--- src/rtl/fpstk_pkg.sv ---
package fpstk_pkg;

    localparam int NSLOT    = 8;
    localparam int PTR_W    = $clog2(NSLOT);
    localparam int TAG_W    = 2;
    localparam int DATA_W   = 64;
    localparam int WORD_W   = 16;

    localparam int SW_TOP_LSB = 11;
    localparam int SW_SF_BIT  = 6;
    localparam int SW_DIR_BIT = 9;
    localparam logic [WORD_W-1:0] CW_RESET = 16'h037F;

    localparam logic [TAG_W-1:0] TAG_VALID   = 2'b00;
    localparam logic [TAG_W-1:0] TAG_ZERO    = 2'b01;
    localparam logic [TAG_W-1:0] TAG_SPECIAL = 2'b10;
    localparam logic [TAG_W-1:0] TAG_EMPTY   = 2'b11;

    typedef enum logic [3:0] {
        OP_NOP   = 4'd0,
        OP_PUSH  = 4'd1,
        OP_PUSHZ = 4'd2,
        OP_POP   = 4'd3,
        OP_READ  = 4'd4,
        OP_WRITE = 4'd5,
        OP_WRPOP = 4'd6,
        OP_LDSW  = 4'd7,
        OP_LDCW  = 4'd8,
        OP_STSW  = 4'd9,
        OP_INIT  = 4'd10
    } op_e;

endpackage

--- src/rtl/fpstk_regfile.sv ---
module fpstk_regfile #(
    parameter int DEPTH = 8,
    parameter int WIDTH = 64,
    localparam int AW   = $clog2(DEPTH)
) (
    input  logic             clk,
    input  logic             rst_n,
    input  logic             we,
    input  logic [AW-1:0]    waddr,
    input  logic [WIDTH-1:0] wdata,
    input  logic [AW-1:0]    raddr,
    output logic [WIDTH-1:0] rdata
);

    logic [WIDTH-1:0] mem_q [DEPTH];
    logic [WIDTH-1:0] mem_d [DEPTH];

    always_comb begin
        for (int k = 0; k < DEPTH; k++) begin
            mem_d[k] = mem_q[k];
        end
        if (we) begin
            mem_d[waddr] = wdata;
        end
    end

    for (genvar g = 0; g < DEPTH; g++) begin : g_slot
        always_ff @(posedge clk or negedge rst_n) begin
            if (!rst_n) begin
                mem_q[g] <= '0;
            end else begin
                mem_q[g] <= mem_d[g];
            end
        end
    end

    assign rdata = mem_q[raddr];

    // a written slot holds the written data on the next cycle
    p_write_lands_r6: assert property (@(posedge clk) disable iff (!rst_n)
        we |=> (mem_q[$past(waddr)] == $past(wdata)));

endmodule

--- src/rtl/fpstk_tags.sv ---
module fpstk_tags
    import fpstk_pkg::*;
#(
    parameter int DEPTH = 8,
    localparam int AW   = $clog2(DEPTH)
) (
    input  logic                   clk,
    input  logic                   rst_n,
    input  logic                   init,
    input  logic                   we_a,
    input  logic [AW-1:0]          addr_a,
    input  logic [TAG_W-1:0]       tag_a,
    input  logic                   we_b,
    input  logic [AW-1:0]          addr_b,
    input  logic [TAG_W-1:0]       tag_b,
    output logic [DEPTH*TAG_W-1:0] tag_vec
);

    logic [TAG_W-1:0] tag_q [DEPTH];
    logic [TAG_W-1:0] tag_d [DEPTH];

    always_comb begin
        for (int k = 0; k < DEPTH; k++) begin
            tag_d[k] = tag_q[k];
        end
        if (init) begin
            for (int k = 0; k < DEPTH; k++) begin
                tag_d[k] = TAG_EMPTY;
            end
        end else begin
            if (we_a) tag_d[addr_a] = tag_a;
            if (we_b) tag_d[addr_b] = tag_b;   // pop port wins on a shared slot
        end
    end

    for (genvar g = 0; g < DEPTH; g++) begin : g_tag
        always_ff @(posedge clk or negedge rst_n) begin
            if (!rst_n) begin
                tag_q[g] <= TAG_EMPTY;
            end else begin
                tag_q[g] <= tag_d[g];
            end
        end
        assign tag_vec[g*TAG_W +: TAG_W] = tag_q[g];
    end

    // initialization empties every slot
    p_init_empty_r11: assert property (@(posedge clk) disable iff (!rst_n)
        init |=> (&tag_vec));

endmodule

--- src/rtl/fpstk_ctrl.sv ---
module fpstk_ctrl
    import fpstk_pkg::*;
#(
    parameter int DW = fpstk_pkg::DATA_W
) (
    input  logic                   clk,
    input  logic                   rst_n,
    input  logic                   cmd_valid,
    output logic                   cmd_ready,
    input  logic [3:0]             cmd_op,
    input  logic [PTR_W-1:0]       cmd_idx,
    input  logic [DW-1:0]          cmd_data,
    output logic                   rd_valid,
    output logic [DW-1:0]          rd_data,
    output logic [TAG_W-1:0]       rd_tag,
    output logic                   sw_valid,
    output logic [WORD_W-1:0]      sw_data,
    output logic [WORD_W-1:0]      ctl_word,
    output logic [1:0]             round_mode,
    output logic [5:0]             exc_mask,
    output logic [NSLOT*TAG_W-1:0] tag_vec,
    output logic                   stack_fault
);

    typedef struct packed {
        logic [WORD_W-1:0] sw;
        logic [WORD_W-1:0] cw;
        logic              rd_valid;
        logic [DW-1:0]     rd_data;
        logic [TAG_W-1:0]  rd_tag;
        logic              sw_valid;
        logic [WORD_W-1:0] sw_out;
    } state_t;

    state_t st_q, st_d;

    logic [PTR_W-1:0] top_q, top_dn, top_up, phys_i;
    logic [TAG_W-1:0] tag_top, tag_dn, tag_i;
    logic             fire;

    logic             rf_we;
    logic [PTR_W-1:0] rf_waddr;
    logic [DW-1:0]    rf_wdata, rf_rdata;

    logic             tg_init, tg_we_a, tg_we_b;
    logic [PTR_W-1:0] tg_addr_a, tg_addr_b;
    logic [TAG_W-1:0] tg_tag_a, tg_tag_b;

    function automatic logic [WORD_W-1:0] put_top(input logic [WORD_W-1:0] sw,
                                                  input logic [PTR_W-1:0]  t);
        logic [WORD_W-1:0] r;
        r = sw;
        r[SW_TOP_LSB +: PTR_W] = t;
        return r;
    endfunction

    function automatic logic [WORD_W-1:0] put_fault(input logic [WORD_W-1:0] sw,
                                                    input logic overflow);
        logic [WORD_W-1:0] r;
        r = sw;
        r[SW_SF_BIT]  = 1'b1;
        r[SW_DIR_BIT] = overflow;
        return r;
    endfunction

    assign cmd_ready = 1'b1;
    assign fire      = cmd_valid && cmd_ready;
    assign top_q     = st_q.sw[SW_TOP_LSB +: PTR_W];
    assign top_dn    = top_q - 1'b1;
    assign top_up    = top_q + 1'b1;
    assign phys_i    = top_q + cmd_idx;
    assign tag_top   = tag_vec[top_q  * TAG_W +: TAG_W];
    assign tag_dn    = tag_vec[top_dn * TAG_W +: TAG_W];
    assign tag_i     = tag_vec[phys_i * TAG_W +: TAG_W];

    always_comb begin
        st_d          = st_q;
        st_d.rd_valid = 1'b0;
        st_d.sw_valid = 1'b0;
        rf_we         = 1'b0;
        rf_waddr      = phys_i;
        rf_wdata      = cmd_data;
        tg_init       = 1'b0;
        tg_we_a       = 1'b0;
        tg_addr_a     = phys_i;
        tg_tag_a      = TAG_VALID;
        tg_we_b       = 1'b0;
        tg_addr_b     = top_q;
        tg_tag_b      = TAG_EMPTY;

        if (fire) begin
            case (op_e'(cmd_op))
                OP_PUSH, OP_PUSHZ: begin
                    if (tag_dn != TAG_EMPTY) begin
                        st_d.sw = put_fault(st_q.sw, 1'b1);
                    end else begin
                        st_d.sw   = put_top(st_q.sw, top_dn);
                        rf_we     = 1'b1;
                        rf_waddr  = top_dn;
                        rf_wdata  = (cmd_op == OP_PUSHZ) ? '0 : cmd_data;
                        tg_we_a   = 1'b1;
                        tg_addr_a = top_dn;
                        tg_tag_a  = (cmd_op == OP_PUSHZ) ? TAG_ZERO : TAG_VALID;
                    end
                end
                OP_POP: begin
                    if (tag_top == TAG_EMPTY) begin
                        st_d.sw = put_fault(st_q.sw, 1'b0);
                    end else begin
                        st_d.sw = put_top(st_q.sw, top_up);
                        tg_we_b = 1'b1;
                    end
                end
                OP_READ: begin
                    st_d.rd_valid = 1'b1;
                    st_d.rd_data  = rf_rdata;
                    st_d.rd_tag   = tag_i;
                    if (tag_i == TAG_EMPTY) begin
                        st_d.sw = put_fault(st_q.sw, 1'b0);
                    end
                end
                OP_WRITE: begin
                    rf_we    = 1'b1;
                    tg_we_a  = 1'b1;
                    tg_tag_a = (cmd_data == '0) ? TAG_ZERO : TAG_VALID;
                end
                OP_WRPOP: begin
                    if (tag_top == TAG_EMPTY) begin
                        st_d.sw = put_fault(st_q.sw, 1'b0);
                    end else begin
                        rf_we    = 1'b1;
                        tg_we_a  = 1'b1;
                        tg_tag_a = (cmd_data == '0) ? TAG_ZERO : TAG_VALID;
                        tg_we_b  = 1'b1;
                        st_d.sw  = put_top(st_q.sw, top_up);
                    end
                end
                OP_LDSW: st_d.sw = cmd_data[WORD_W-1:0];
                OP_LDCW: st_d.cw = cmd_data[WORD_W-1:0];
                OP_STSW: begin
                    st_d.sw_valid = 1'b1;
                    st_d.sw_out   = st_q.sw;
                end
                OP_INIT: begin
                    tg_init = 1'b1;
                    st_d.sw = '0;
                    st_d.cw = CW_RESET;
                end
                default: ;
            endcase
        end
    end

    always_ff @(posedge clk or negedge rst_n) begin
        if (!rst_n) begin
            st_q        <= '0;
            st_q.cw     <= CW_RESET;
        end else begin
            st_q        <= st_d;
        end
    end

    fpstk_regfile #(.DEPTH(NSLOT), .WIDTH(DW)) u_regs (
        .clk   (clk),
        .rst_n (rst_n),
        .we    (rf_we),
        .waddr (rf_waddr),
        .wdata (rf_wdata),
        .raddr (phys_i),
        .rdata (rf_rdata)
    );

    fpstk_tags #(.DEPTH(NSLOT)) u_tags (
        .clk     (clk),
        .rst_n   (rst_n),
        .init    (tg_init),
        .we_a    (tg_we_a),
        .addr_a  (tg_addr_a),
        .tag_a   (tg_tag_a),
        .we_b    (tg_we_b),
        .addr_b  (tg_addr_b),
        .tag_b   (tg_tag_b),
        .tag_vec (tag_vec)
    );

    assign rd_valid    = st_q.rd_valid;
    assign rd_data     = st_q.rd_data;
    assign rd_tag      = st_q.rd_tag;
    assign sw_valid    = st_q.sw_valid;
    assign sw_data     = st_q.sw_out;
    assign ctl_word    = st_q.cw;
    assign round_mode  = st_q.cw[9:8];
    assign exc_mask    = st_q.cw[5:0];
    assign stack_fault = st_q.sw[SW_SF_BIT];

    // a push onto an empty slot moves TOP down by one and tags it Valid
    p_push_top_r3: assert property (@(posedge clk) disable iff (!rst_n)
        (cmd_valid && cmd_op == OP_PUSH && tag_dn == TAG_EMPTY)
        |=> (top_q == PTR_W'($past(top_q) - 1'b1)) && (tag_top == TAG_VALID));

    // overflow leaves pointer and tags untouched and flags the fault
    p_no_overflow_r3: assert property (@(posedge clk) disable iff (!rst_n)
        (cmd_valid && cmd_op == OP_PUSH && tag_dn != TAG_EMPTY)
        |=> $stable(tag_vec) && (top_q == $past(top_q)) && stack_fault);

    // a legal pop moves TOP up by one and empties the old top
    p_pop_top_r5: assert property (@(posedge clk) disable iff (!rst_n)
        (cmd_valid && cmd_op == OP_POP && tag_top != TAG_EMPTY)
        |=> (top_q == PTR_W'($past(top_q) + 1'b1))
            && (tag_vec[$past(top_q) * TAG_W +: TAG_W] == TAG_EMPTY));

    // read results only follow a read command
    p_rd_follows_r2: assert property (@(posedge clk) disable iff (!rst_n)
        rd_valid |-> $past(cmd_valid && cmd_op == OP_READ));

    // the fault flag holds until a status load or initialize
    p_sticky_r12: assert property (@(posedge clk) disable iff (!rst_n)
        (stack_fault && !(cmd_valid && (cmd_op == OP_LDSW || cmd_op == OP_INIT)))
        |=> stack_fault);

endmodule

--- config.mk ---
export PLATFORM = sky130hd
export DESIGN_NAME = fpstk_ctrl
export DESIGN_NICKNAME = d
export VERILOG_FILES = /design/src/rtl/fpstk_pkg.sv /design/src/rtl/fpstk_regfile.sv /design/src/rtl/fpstk_tags.sv /design/src/rtl/fpstk_ctrl.sv
export SDC_FILE = /design/constraint.sdc
export NUM_CORES = 1
export LEC_CHECK = 0
export BUFFER_PORTS_ARGS = -buffer_cell sky130_fd_sc_hd__buf_2
export CORE_ASPECT_RATIO = 0.8
export CORE_MARGIN = 1.5
export CORE_UTILIZATION = 40
export CTS_CLUSTER_DIAMETER = 100
export DETAILED_ROUTE_END_ITERATION = 6
export PLACE_DENSITY = 0.7
export SYNTH_ARGS = -nofsm -noshare
export SYNTH_HDL_FRONTEND = slang
export SYNTH_SLANG_ARGS = --single-unit
--- constraint.sdc ---
create_clock -name clk -period 3.2 [get_ports clk]
set_clock_uncertainty 0.2 [all_clocks]
set_input_delay 0.16 -clock clk [delete_from_list [all_inputs] [get_ports clk]]
set_output_delay 0.16 -clock clk [all_outputs]
set_load 0.05 [all_outputs]
==> summary.md <==
| Metric | Value |
|---|---|
| Min Tclk post-route | 3.20 ns |
| FFs w/ async S/R, synth | 100% |
| GRT met2 Usage | 31.0% |
| H-Tree Depth | 3 |
| Cell Rows | 87 |
| Setup_tns | -0.00292 ns |
| Critical R2R Capture | u_regs.mem_q[8] |
| Worst Path Required | 3.52 ns |
| Status | finished, violations left |
| Unique masters post-synth | 48 |
| Pwr dens | 971 nW/µm² |
| Post-DRT Antenna Nets | 0 |
| Gr busiest metal | met2 |
| Die area | 72700 µm² |
| Met3 GRT Util | 3.99% |
| Setup WS post-layout | -0.00216 ns |
| Clk sinks | 644 |
| Peak supply drop | 0.964 mV |
| Fraction of final layout cells sized beyond drive strength 1 | 21.7% |
| Vias in the first global route | 20200 |
| Final setup violation count | 2 |
| Util after Layout | 48.1% |
| Yosys reg bits | 644 |
| Pins Over Slew Limit | 0 |
| Via density | 5.41 |
| GPL Wtd Cong | 0.861 |
| Reg clk slew, reported paths | 0.06 ns |
| Worst skew pair latency | 0.61 ns |
| Total Wirelength | 76.9 mm |
| Mapped Nets | 2721 |
| First-pass GRT wire length | 119 mm |
| Core Footprint | 70400 µm² |
| R2R depth | 12 |
| Final global-route overflow total | 0 |
| Max-cap viol count | 0 |
| Startpoint Class | flip-flop |
| Initial core utilization | 40.4% |
| Final hold vios | 8 |
| Post-DP HPWL | 46.8 mm |
| Port-buffer cells | 198 |
| DRC Markers | 0 |
| Num CTS Buffers | 68 |
| Slew @ Worst Pin | 0.785 ns |
| Hold WS | -0.0187 ns |
| Largest net degree at the start of global routing | 87 |
| Failing checks | negative hold slack, negative setup slack |
| Iter 0 DRT Violations | 1606 |
| Min-delay worst type | input port to async pin |
| Routed vias | 20500 |
| EDFF count, synth | 0 |
| Worst relative slew slack | 47.5% |
| Mean Syn Cell Area | 10.8 µm² |
| Ys flop type | dfrtp_1 |
| Register area share after synthesis | 56.8% |
| Synthesized area | 28400 µm² |
| Crit. End Element | flip-flop |
| Leakage | 15.9 nW |
| Peak Freq | 312 MHz |
| Layout area overhead | 19.1% |
| FF-to-FF setup slack | -0.002 ns |
| CTS tree | built |
| Crit path DAT | 3.52 ns |
| IO Pins | 200 |
| Vert. Die Dim | 242 µm |
| CP max FO | 46 |
| # diodes | 0 |
| Die width | 301 µm |
| CTS max path bufs | 3 |
| Routing usage on met1 | 30.6% |
| Critical path type | flip-flop to flip-flop |
| Initial antenna violation count | 3 |
| Syn Inst Count | 2643 |
| TritonRoute pass-1 iters | 5 |
| # nets final | 2885 |
| DR WL/cell | 20.3 µm |
| Reg2reg start | st_q[111] |
| Yosys Warn Count | 0 |
| GRT Total Usage | 20.8% |
| Root buffer cell | clkbuf_16 |
| Final Cycle Share | 100% |
| RSZ-0062 raised after global routing | yes |
layout by cell type (no fill, tap or decap), types with 4 or more instances in the layout:
master / instances
a21oi_1: 6
a31oi_1: 6
and2_1: 12
buf_12: 41
buf_16: 5
buf_2: 197
buf_4: 59
buf_6: 5
bufinv_16: 9
clkbuf_1: 17
clkbuf_16: 74
clkbuf_8: 11
clkinv_2: 10
dfrtp_1: 618
dfstp_2: 25
dlygate4sd3_1: 74
inv_1: 9
mux2_2: 20
mux2i_1: 73
mux4_2: 136
nand2_1: 725
nand2b_1: 4
nand3_1: 7
nand3b_1: 7
nand4_1: 4
nor2_1: 10
nor3_1: 4
nor4_1: 19
o211a_1: 4
o211ai_1: 8
o21ai_0: 600
o21ai_1: 9
flip-flops by register name (all words and copies together), names as in the netlist:
register / cells
u_tags.tag_vec: 16
rd_valid: 1
stack_fault: 1
ctl_word: 16
sw_valid: 1
u_regs.mem_q: 512
sw_data: 16
rd_tag: 2
st_q: 15
rd_data: 64
synthesized netlist by cell type, drive strengths merged (2+ instances only):
cell | n | share of area (%)
nand2 | 728 | 9.6
dfrtp | 619 | 54
o21ai | 609 | 11
buf | 179 | 4.0
mux4 | 136 | 11
clkbuf | 115 | 1.5
mux2i | 75 | 2.7
dfstp | 25 | 2.3
mux2 | 21 | 0.84
nor4 | 21 | 0.46
and2 | 13 | 0.29
inv | 12 | 0.16
nor2 | 10 | 0.13
o211ai | 8 | 0.21
nand3 | 7 | 0.12
nand3b | 7 | 0.18
a21oi | 6 | 0.11
a31oi | 6 | 0.13
xnor2 | 5 | 0.15
a22oi | 4 | 0.11
nand2b | 4 | 0.088
nand4 | 4 | 0.088
nor3 | 4 | 0.070
o211a | 4 | 0.14
ha | 3 | 0.13
a221oi | 2 | 0.12
and3 | 2 | 0.044
o22ai | 2 | 0.044
routing by layer:
metal  vias to the layer above  wire [µm]  share of wire, %
met5                         -         13             0.017
met4                         2       2240               2.9
met2                       721      34700                45
met1                     10300      34400                45
li1                       9356          -                 -
met3                       125       5460               7.1
layout make-up:
type / instances / area (µm²)
repair buffers: 388 / 3350
flip-flops and latches: 644 / 16100
multi-input cells: 1693 / 10800
inverters: 12 / 50.0
fillers: 6177 / 36600
well taps: 934 / 1170
clock buffers: 96 / 1920
clock inverters: 28 / 442
cells by family (layout without fill, tap and decap cells):
kind of cell,Yosys count,after routing,share of synthesized area [%]
XOR/XNOR,6,6,0.185
buffers and inverters,306,524,5.64
AND/OR/NAND/NOR,802,802,11.1
other,1,1,0.0132
AO/OA/AOI/OAI,648,648,11.8
flip-flops,644,644,56.8
multiplexers,232,232,14.3
adder cells (fa/ha/maj),4,4,0.202
worst max-delay path: stages, from the launching register on:
cell and delay (ns):
dfrtp_2 0.44, inv_2 0.09, ha_4 0.21, buf_4 0.14, mux4_2 0.26, a22oi_2 0.09
buf_6 0.13, buf_4 0.13, nor4_1 0.48, o211ai_1 0.27, buf_12 0.22, buf_12 0.18
o21ai_0 0.23
repair_timing:
action                                 in CTS  in global routing
gates cloned                                1                  7
setup buffers                               6                  9
endpoints found under the hold margin     956                  0
hold buffers                               74                  0
pin swaps                                   4                  8
setup endpoints to repair                  17                430
gates resized for setup                     7                 32
worst max-delay path by stage:
stage / start / endpoint / slack, ns / depth (start not counted)
floorplan: st_q[112] / u_regs.mem_q[486] / 0.007 / 12
global placement: st_q[112] / u_tags.tag_vec[0] / -0.01 / 10
detailed placement: st_q[112] / u_regs.mem_q[287] / -0.006 / 10
CTS: st_q[111] / u_regs.mem_q[474] / 0.002 / 10
global route: st_q[111] / u_regs.mem_q[4] / -0.07 / 13
finish: st_q[111] / u_regs.mem_q[8] / -0.002 / 12
power by group:
part	total, mW	internal [mW]	switching [mW]
clock network	8.34	4.96	3.37
logic	11.8	4.75	7.06
registers	12.8	11.1	1.66
metrics by stage:
| step | setup WS [ns] | cell area [µm²] | hold slack, ns | cells | total power [mW] |
|---|---|---|---|---|---|
| after CTS | 0.00201 | 33600 | 0.0150 | 3779 | 32.8 |
| after floorplan | 0.00742 | 28400 | -0.336 | 2643 | 21.4 |
| after global routing | -0.0731 | 33900 | 0.0560 | 3795 | 34.8 |
| final | -0.00216 | 33900 | -0.0187 | 3795 | 32.9 |
| after detailed placement | -0.00602 | 30400 | 0.0410 | 3574 | 24.2 |
| after global placement | -0.0117 | 30400 | 0.0461 | 3574 | 23.9 |
Note: power is estimated with default switching activity, not from simulation.
